**src/rtl/kbd_irq_pkg.sv**
```systemverilog
// Shared constants and types for the keyboard pin interrupt controller.
// Assumes an 8-bit register port with a 2-bit address.
package kbd_irq_pkg;
    localparam int REG_W  = 8;
    localparam int ADDR_W = 2;

    typedef enum logic [ADDR_W-1:0] {
        ADDR_CTRL     = 2'd0,
        ADDR_ENABLE   = 2'd1,
        ADDR_POLARITY = 2'd2,
        ADDR_SPARE    = 2'd3
    } reg_addr_e;

    // Bit positions inside the control/status register
    localparam int CTL_FLAG_BIT = 3;
    localparam int CTL_ACK_BIT  = 2;
    localparam int CTL_IE_BIT   = 1;
    localparam int CTL_MODE_BIT = 0;
endpackage

```
**src/rtl/kbd_pin_sync.sv**
```systemverilog
// Multi-stage synchroniser for a vector of asynchronous pins.
// Assumes each pin is independent; no cross-bit coherency is provided.
module kbd_pin_sync #(
    parameter int WIDTH  = 8,
    parameter int STAGES = 2
) (
    input  logic             clk,
    input  logic             rst_n,
    input  logic [WIDTH-1:0] async_i,
    output logic [WIDTH-1:0] sync_o
);
    logic [WIDTH-1:0] stage_q [STAGES];

    genvar g;
    for (g = 0; g < STAGES; g++) begin : g_stage
        if (g == 0) begin : g_first
            // Capture the raw pins into the first stage
            always_ff @(posedge clk) begin
                if (!rst_n) stage_q[g] <= '0;
                else        stage_q[g] <= async_i;
            end
        end else begin : g_next
            // Shift the sample one stage further
            always_ff @(posedge clk) begin
                if (!rst_n) stage_q[g] <= '0;
                else        stage_q[g] <= stage_q[g-1];
            end
        end
    end

    assign sync_o = stage_q[STAGES-1];
endmodule

```
**src/rtl/kbd_trig_detect.sv**
```systemverilog
// Per-pin edge/level trigger generator.
// Compares the synchronised value with its previous sample. Assumes
// sync_i is already synchronous to clk.
module kbd_trig_detect #(
    parameter int WIDTH = 8
) (
    input  logic             clk,
    input  logic             rst_n,
    input  logic [WIDTH-1:0] sync_i,
    input  logic [WIDTH-1:0] en_i,
    input  logic [WIDTH-1:0] pol_i,
    input  logic             level_mode_i,
    output logic             trig_o
);
    logic [WIDTH-1:0] prev_q;
    logic [WIDTH-1:0] hit;

    // Remember last cycle's synchronised pin values
    always_ff @(posedge clk) begin
        if (!rst_n) prev_q <= '0;
        else        prev_q <= sync_i;
    end

    genvar p;
    for (p = 0; p < WIDTH; p++) begin : g_pin
        logic rise, fall, edge_hit, level_hit;
        assign rise      = sync_i[p] & ~prev_q[p];
        assign fall      = ~sync_i[p] & prev_q[p];
        assign edge_hit  = pol_i[p] ? rise : fall;
        assign level_hit = (sync_i[p] == pol_i[p]);
        assign hit[p]    = en_i[p] & (edge_hit | (level_mode_i & level_hit));
    end

    assign trig_o = |hit;
endmodule

```
**src/rtl/kbd_regs.sv**
```systemverilog
// Register file and pending flag for the pin interrupt controller.
// The flag is set by trig_i and cleared by a write-one acknowledge.
// A trigger wins over an acknowledge in the same cycle. Assumes reads
// and writes are single-cycle strobes.
module kbd_regs
    import kbd_irq_pkg::*;
#(
    parameter int WIDTH = REG_W
) (
    input  logic              clk,
    input  logic              rst_n,
    input  logic [ADDR_W-1:0] addr_i,
    input  logic              wr_en_i,
    input  logic              rd_en_i,
    input  logic [REG_W-1:0]  wdata_i,
    input  logic              trig_i,
    output logic [REG_W-1:0]  rdata_o,
    output logic [WIDTH-1:0]  en_o,
    output logic [WIDTH-1:0]  pol_o,
    output logic              ie_o,
    output logic              mode_o,
    output logic              flag_o
);
    logic      ie_q, mode_q, flag_q;
    logic [WIDTH-1:0] en_q, pol_q;
    reg_addr_e sel;
    logic      ack_wr;
    logic [REG_W-1:0] ctrl_view;

    assign sel    = reg_addr_e'(addr_i);
    assign ack_wr = wr_en_i && (sel == ADDR_CTRL) && wdata_i[CTL_ACK_BIT];

    // Configuration register writes
    always_ff @(posedge clk) begin
        if (!rst_n) begin
            ie_q   <= 1'b0;
            mode_q <= 1'b0;
            en_q   <= '0;
            pol_q  <= '0;
        end else if (wr_en_i) begin
            case (sel)
                ADDR_CTRL: begin
                    ie_q   <= wdata_i[CTL_IE_BIT];
                    mode_q <= wdata_i[CTL_MODE_BIT];
                end
                ADDR_ENABLE:   en_q  <= wdata_i[WIDTH-1:0];
                ADDR_POLARITY: pol_q <= wdata_i[WIDTH-1:0];
                default: ;
            endcase
        end
    end

    // Sticky pending flag: trigger sets, acknowledge clears, trigger wins
    always_ff @(posedge clk) begin
        if (!rst_n)      flag_q <= 1'b0;
        else if (trig_i) flag_q <= 1'b1;
        else if (ack_wr) flag_q <= 1'b0;
    end

    // Assemble the control/status read view
    always_comb begin
        ctrl_view               = '0;
        ctrl_view[CTL_FLAG_BIT] = flag_q;
        ctrl_view[CTL_IE_BIT]   = ie_q;
        ctrl_view[CTL_MODE_BIT] = mode_q;
    end

    // Read multiplexer, zero when idle or unmapped
    always_comb begin
        rdata_o = '0;
        if (rd_en_i) begin
            case (sel)
                ADDR_CTRL:     rdata_o = ctrl_view;
                ADDR_ENABLE:   rdata_o = REG_W'(en_q);
                ADDR_POLARITY: rdata_o = REG_W'(pol_q);
                default:       rdata_o = '0;
            endcase
        end
    end

    assign en_o   = en_q;
    assign pol_o  = pol_q;
    assign ie_o   = ie_q;
    assign mode_o = mode_q;
    assign flag_o = flag_q;
endmodule

```
**src/rtl/kbd_irq_ctrl.sv**
```systemverilog
// Top level of the keyboard pin interrupt controller.
// Chains synchroniser, trigger detector and register file. irq_o is the
// pending flag gated by the interrupt enable. Assumes pins_i is
// asynchronous and the register port is synchronous to clk.
module kbd_irq_ctrl
    import kbd_irq_pkg::*;
#(
    parameter int SYNC_STAGES = 2
) (
    input  logic              clk,
    input  logic              rst_n,
    input  logic [REG_W-1:0]  pins_i,
    input  logic [ADDR_W-1:0] addr_i,
    input  logic              wr_en_i,
    input  logic              rd_en_i,
    input  logic [REG_W-1:0]  wdata_i,
    output logic [REG_W-1:0]  rdata_o,
    output logic              irq_o
);
    localparam int PINS = REG_W;

    logic [PINS-1:0] pins_sync;
    logic [PINS-1:0] en_w, pol_w;
    logic            ie_w, mode_w, flag_w, trig_w;

    kbd_pin_sync #(.WIDTH(PINS), .STAGES(SYNC_STAGES)) u_sync (
        .clk     (clk),
        .rst_n   (rst_n),
        .async_i (pins_i),
        .sync_o  (pins_sync)
    );

    kbd_trig_detect #(.WIDTH(PINS)) u_detect (
        .clk          (clk),
        .rst_n        (rst_n),
        .sync_i       (pins_sync),
        .en_i         (en_w),
        .pol_i        (pol_w),
        .level_mode_i (mode_w),
        .trig_o       (trig_w)
    );

    kbd_regs #(.WIDTH(PINS)) u_regs (
        .clk     (clk),
        .rst_n   (rst_n),
        .addr_i  (addr_i),
        .wr_en_i (wr_en_i),
        .rd_en_i (rd_en_i),
        .wdata_i (wdata_i),
        .trig_i  (trig_w),
        .rdata_o (rdata_o),
        .en_o    (en_w),
        .pol_o   (pol_w),
        .ie_o    (ie_w),
        .mode_o  (mode_w),
        .flag_o  (flag_w)
    );

    assign irq_o = flag_w & ie_w;
endmodule

```
**config.mk**
```make
export PLATFORM = sky130hd
export DESIGN_NAME = kbd_irq_ctrl
export DESIGN_NICKNAME = d
export VERILOG_FILES = /design/src/rtl/kbd_irq_pkg.sv /design/src/rtl/kbd_pin_sync.sv /design/src/rtl/kbd_trig_detect.sv /design/src/rtl/kbd_regs.sv /design/src/rtl/kbd_irq_ctrl.sv
export SDC_FILE = /design/constraint.sdc
export NUM_CORES = 1
export LEC_CHECK = 0
export ABC_AREA = 1
export CORE_MARGIN = 2
export CORE_UTILIZATION = 65
export CTS_BUF_LIST = sky130_fd_sc_hd__clkbuf_8
export DETAILED_ROUTE_END_ITERATION = 6
export DONT_BUFFER_PORTS = 1
export PLACE_DENSITY = 0.87
export SETUP_SLACK_MARGIN = 0.5
export SYNTH_ARGS = -nofsm -noshare
export SYNTH_HDL_FRONTEND = slang
export SYNTH_SLANG_ARGS = --single-unit
```
**constraint.sdc**
```tcl
create_clock -name clk -period 1.52 [get_ports clk]
set_input_delay 0.076 -clock clk [delete_from_list [all_inputs] [get_ports clk]]
set_output_delay 0.076 -clock clk [all_outputs]
set_load 0.005 [all_outputs]
```
==> results of run 1 <==
-- path summary, 6_finish.rpt --
| path | end | slack, ns | cells past startpoint |
|---|---|---|---|
| setup / recovery | u_regs.flag_o | 0.38 | 6 |
| setup reg to reg | u_regs.flag_o | 0.38 | 6 |
| hold reg to reg | u_sync.stage_q[1][1] | 0.42 | 2 |
| hold / removal | u_sync.stage_q[1][7] | -0.13 | 2 |
-- per-layer routing --
metal / vias to the layer above / track usage [%] / routed length (µm)
met4: 0 / 14.3 / 151
met2: 120 / 48.3 / 2220
met1: 800 / 35.5 / 1750
met5: - / 0 / 0
met3: 21 / 9.68 / 492
li1: 836 / - / -
-- power by group through the flow --
| stage | Clock (mW) | Combinational (mW) | Sequential (mW) |
|---|---|---|---|
| 2_1_floorplan | 0 | 0.126 | 1.22 |
| 3_3_place_gp | 0 | 0.132 | 1.23 |
| 3_5_place_dp | 0 | 0.137 | 1.23 |
| 4_1_cts | 0.790 | 0.178 | 1.21 |
| 5_1_grt | 0.837 | 0.216 | 1.22 |
| 6_report | 0.785 | 0.195 | 1.21 |
-- registers in the layout, summed over array words and instances, names as in the netlist --
signal and flops:
u_regs.ie_o 1, u_detect.prev_q 8, u_regs.mode_o 1, u_sync.stage_q 16, u_regs.flag_o 1, u_regs.en_o 8
u_regs.pol_o 8
-- metrics by stage --
stage               setup WS, ns  utilization, %  hold WS, ns  cells  cell area (µm²)
floorplan                  0.465               -        0.174    265             1810
global placement           0.373            67.4        0.175    288             1810
detailed placement         0.347            67.4        0.177    288             1810
CTS                        0.436            78.2       -0.132    313             2100
global route               0.347            80.4       -0.137    313             2160
finish                     0.378            80.4       -0.128    313             2160
-- final cells by class --
class,instances,area [µm²],share of cell area (%)
sequential,43,887,41.1
clock inverter,1,3.75,0.174
inverter,47,181,8.40
timing repair inverter,1,8.76,0.406
clock buffer,7,96.3,4.46
multi-input combinational,165,773,35.8
timing repair buffer,18,170,7.88
tap,31,38.8,1.80
-- cell families after synthesis --
| group | share of synthesized area, % |
|---|---|
| simple gates | 28.1 |
| flops | 47.6 |
| compound gates | 11.6 |
| buf+inv | 12.6 |
-- cell usage in the layout (no fill, tap or decap) --
cell type,netlist,routed
inv_1,46,42
buf_4,0,4
dfxtp_1,43,26
nor2_2,0,2
o21ai_0,12,9
a21oi_2,1,4
inv_2,1,5
inv_6,0,2
o221ai_2,0,1
nor2_1,13,11
dfxtp_2,0,15
dlygate4sd3_1,0,14
nand3_1,17,15
a21oi_1,23,20
o21ai_1,0,3
nand2_1,92,83
dfxtp_4,0,2
o221ai_1,3,2
nand2_2,3,12
nand3_2,1,3
clkbuf_8,0,7
-- Yosys cell counts, drive strengths merged --
cell / number
a21oi: 24
buf: 6
clkbuf: 4
dfxtp: 43
inv: 47
nand2: 95
nand3: 18
nor2: 13
o21ai: 12
o221ai: 3
-- what timing repair did --
| action | in CTS | in global routing |
|---|---|---|
| endpoints found under the setup margin | 5 | 9 |
| cloned | 1 | 0 |
| buffers inserted | 2 | 0 |
| gates resized for setup | 17 | 30 |
| pin swaps | 9 | 5 |
| hold endpoints to repair | 42 | 38 |
==> impl_metrics.tcl, run 1 <==
set metrics [dict create \
    outcome "complete, but fails checks" \
    violations "hold timing" \
    numCtsBuffers 5 \
    clkPwrFrac_pct 35.8 \
    vdd_drop_max_mv 1.05 \
    crit_buf_inv 0 \
    crit_chain "o21ai_0 > nand2_1 > nand2_1 > nand2_1 > nor2_2 > a21oi_2" \
    via_per_inst 5.68 \
    die_x_um 56.7 \
    cpLargestDelayFamily "flip-flops" \
    fin_crit_ns 1.14 \
    track_usage_pct 29.8 \
    slew_violations 0 \
    post_drt_wl_per_cell_um 14.8 \
    drc_errors 0 \
    numPortBuffers 0 \
    grt_pass1_vias 1672 \
    root_buffer "clkbuf_8" \
    required_ns 1.69 \
    relSlewSlack_pct 69.0 \
    core_mm2 0.00269 \
    finClkSkew_ns 0.00476 \
    antenna_cells 0 \
    cts_hold_buf 14 \
    synth_seq_cells 43 \
    avgSynthCellArea_um2 6.82 \
    grt_antenna_before_repair 0 \
    start_kind "flip-flop" \
    drtIter0Drc 166 \
    synthDominantCellAreaShare_pct 47.6 \
    power.total_mw 2.19 \
    ys_warn_count 0 \
    dpl.hpwl_um 2630 \
    internal_power_mw 1.67 \
    io_pins 31 \
    yosysTopAreaCell "dfxtp_1" \
    period_share_pct 75.1 \
    drive_gt1_share_pct 20.2 \
    hp-start "rst_n" \
    fin_setup_tns_ns 0 \
    synth_area_mm2 0.00181 \
    critPathSlowestCell "dfxtp_4" \
    clock_sinks 43 \
    die_h_um 56.7 \
    cpMostUsedCell "nand2_1" \
    cp_max_fo 8 \
    overflow 0 \
    synthTopCellsByArea "dfxtp_1 48%, nand2_1 19%, inv_1 9.6%, a21oi_1 6.4%, nand3_1 4.7%" \
    max_cap_viol_count 0 \
    rr_startpoint "u_regs.mode_o" \
    syn_nets 287 \
    cp-end-kind "flip-flop" \
    p_leak_nw 1.07 \
    critical_path_class "flip-flop to flip-flop" \
    crit_start "u_regs.mode_o" \
    area_growth_pct 19.5 \
    vias 1777 \
    synth_seq_area_share_pct 47.6 \
    fill_cells 179 \
    switching_share_pct 24.0 \
    arrival_ns 1.32 \
    hold_ws_ns -0.128 \
    insertion_delay_ns 0.30 \
    crit_path_max_incr_delay_ns 0.40 \
    synth.distinct_cells 15 \
    pwr-share-seq_pct 55.3 \
    grt_start_max_net_pins 33 \
    rsz0062_at_grt "true" \
    ant_nets 0 \
    gp_congestion 0.845 \
    fmax_mhz 876 \
    die_area_mm2 0.00322 \
    first_pass_iters 5 \
    hold_violations 38 \
    row_count 19 \
    synth_cells 265 \
    cts_tree "built" \
    drt_wl_total_um 4620 \
    hold_class "primary input to flip-flop" \
    clockBufferDepth 2 \
    grt_first_pass_wirelength_um 7300 \
    tightest_slew_ns 0.463 \
    start_util_pct 67.3 \
    htree_num_levels 2 \
    p_sw_uw 527 \
    combPwrFrac_pct 8.9 \
    clk_pin_slew_ns 0.08 \
    fin_nets 303 \
    setup_violations 0 \
    power.density_mw_per_mm2 1020 \
]
No activity file was read; power rests on OpenSTA's default activity.
==> run 2, diff against run 1 <==
Clock period 1.52 ns to 1.1 ns, I/O delays scaled along.
==> impl_metrics.tcl, run 2 (synthesis results as in run 1) <==
set metrics [dict create \
    outcome "complete, but fails checks" \
    violations "hold timing, setup timing" \
    post_drt_wl_per_cell_um 14.6 \
    max_flop_register "u_sync.stage_q" \
    antenna_cells 0 \
    pre_cts_ws_ns -0.0282 \
    hp-start "rst_n" \
    fmax_mhz 882 \
    fin_nets 304 \
    track_usage_pct 26.4 \
    final_common_cell "nand2_1" \
    numPortBuffers 0 \
    htree_num_levels 2 \
    fin_setup_tns_ns -0.0411 \
    hold_class "primary input to flip-flop" \
    overflow 0 \
    root_buffer "clkbuf_8" \
    p_leak_nw 1.13 \
    tightest_slew_ns 0.428 \
    start_util_pct 67.3 \
    grt_pass1_vias 1479 \
    required_ns 1.28 \
    drive_gt1_share_pct 28.6 \
    power.density_mw_per_mm2 1290 \
    clk_pin_slew_ns 0.08 \
    area_growth_pct 25.1 \
    largest_reg_flops 16 \
    die_x_um 56.7 \
    vdd_drop_max_mv 1.56 \
    min_path_cells 2 \
    arrival_ns 1.31 \
    grt_first_pass_wirelength_um 6450 \
    dpl.hpwl_um 2570 \
    rr_endpoint "u_regs.flag_o" \
    fin_crit_ns 1.13 \
    start_kind "flip-flop" \
    setup_slack_ns -0.0333 \
    critical_path_class "flip-flop to flip-flop" \
    core_mm2 0.00269 \
    slew_violations 0 \
    max_cap_viol_count 0 \
    via_per_inst 5.44 \
    gp_congestion 0.852 \
    clockBufferDepth 2 \
    rsz0062_at_grt "true" \
    reg2regPathDepth 8 \
    first_pass_iters 4 \
    hold_violations 41 \
    vias 1707 \
    hold_ws_ns -0.146 \
    finClkSkew_ns 0.00435 \
    die_area_mm2 0.00322 \
    clock_sinks 43 \
    row_count 19 \
    r2r_slack_ns -0.03 \
    cp_max_fo 12 \
    die_h_um 56.7 \
    grt_start_max_net_pins 33 \
    layout_common_cells "78 x nand2_1, 39 x inv_1, 24 x dfxtp_1, 17 x nand3_1" \
    drtIter0Drc 91 \
    io_pins 31 \
    drc_errors 0 \
    drt_wl_total_um 4590 \
    cts_tree "built" \
    cp-end-kind "flip-flop" \
    numCtsBuffers 5 \
    place_inst 290 \
    insertion_delay_ns 0.30 \
    ant_nets 0 \
    final_cells 314 \
    setup_violations 2 \
    cts_hold_buf 12 \
    rr_startpoint "u_regs.mode_o" \
    period_share_pct 103 \
    holdPathEnd "u_detect.prev_q[7]" \
    grt_antenna_before_repair 0 \
    relSlewSlack_pct 71.4 \
]
run 2: repair_timing:
action | CTS | global route
setup endpoints to repair | 20 | 29
buffers inserted | 3 | 1
pin swaps | 10 | 7
hold endpoints to repair | 42 | 41
resized for setup | 30 | 28
run 2: final cells by class:
cell class	instances	area, µm²
fillers	157	427
multi-input cells	165	855
clock inverters	3	12.5
well taps	31	38.8
clock buffers	5	68.8
flip-flops and latches	43	895
inverters	47	194
repair buffers	20	196
run 2: worst max-delay path by stage:
| stage | from | endpoint | cells past startpoint |
|---|---|---|---|
| after floorplan | u_regs.mode_o | u_regs.flag_o | 9 |
| after global placement | u_regs.mode_o | u_regs.flag_o | 8 |
| after detailed placement | u_regs.mode_o | u_regs.flag_o | 8 |
| after CTS | u_regs.mode_o | u_regs.flag_o | 7 |
| after global routing | u_regs.mode_o | u_regs.flag_o | 8 |
| final | u_regs.mode_o | u_regs.flag_o | 8 |
run 2: critical path, cell delays in order (launching register included):
cell     delay (ns)
dfxtp_4        0.37
inv_4          0.13
nand2_1        0.07
nand2_1        0.07
nand2_1        0.05
nand2_1        0.06
nand3_1        0.09
nor2_2         0.11
a21oi_2        0.05
run 2: per-layer routing:
metal | GRT usage [%] | up-vias | share of wire [%]
met4 | 11.9 | 0 | 2.7
li1 | - | 840 | -
met1 | 33.1 | 782 | 41
met3 | 8.06 | 13 | 8.0
met2 | 41.5 | 72 | 48
met5 | 0 | - | 0
run 2: report_power, final:
part	internal (mW)	switching [mW]
Combinational	0.135	0.170
Sequential	1.62	0.0497
Clock	0.427	0.518
Total	2.18	0.738
run 2: stage by stage:
step           utilization (%)  area (µm²)  power (mW)
6_report                  84.1        2260        2.92
5_1_grt                   84.1        2260        3.01
4_1_cts                   80.7        2170        2.87
3_5_place_dp              69.8        1870        1.91
3_3_place_gp              69.8        1870        1.90
2_1_floorplan                -        1870        1.88
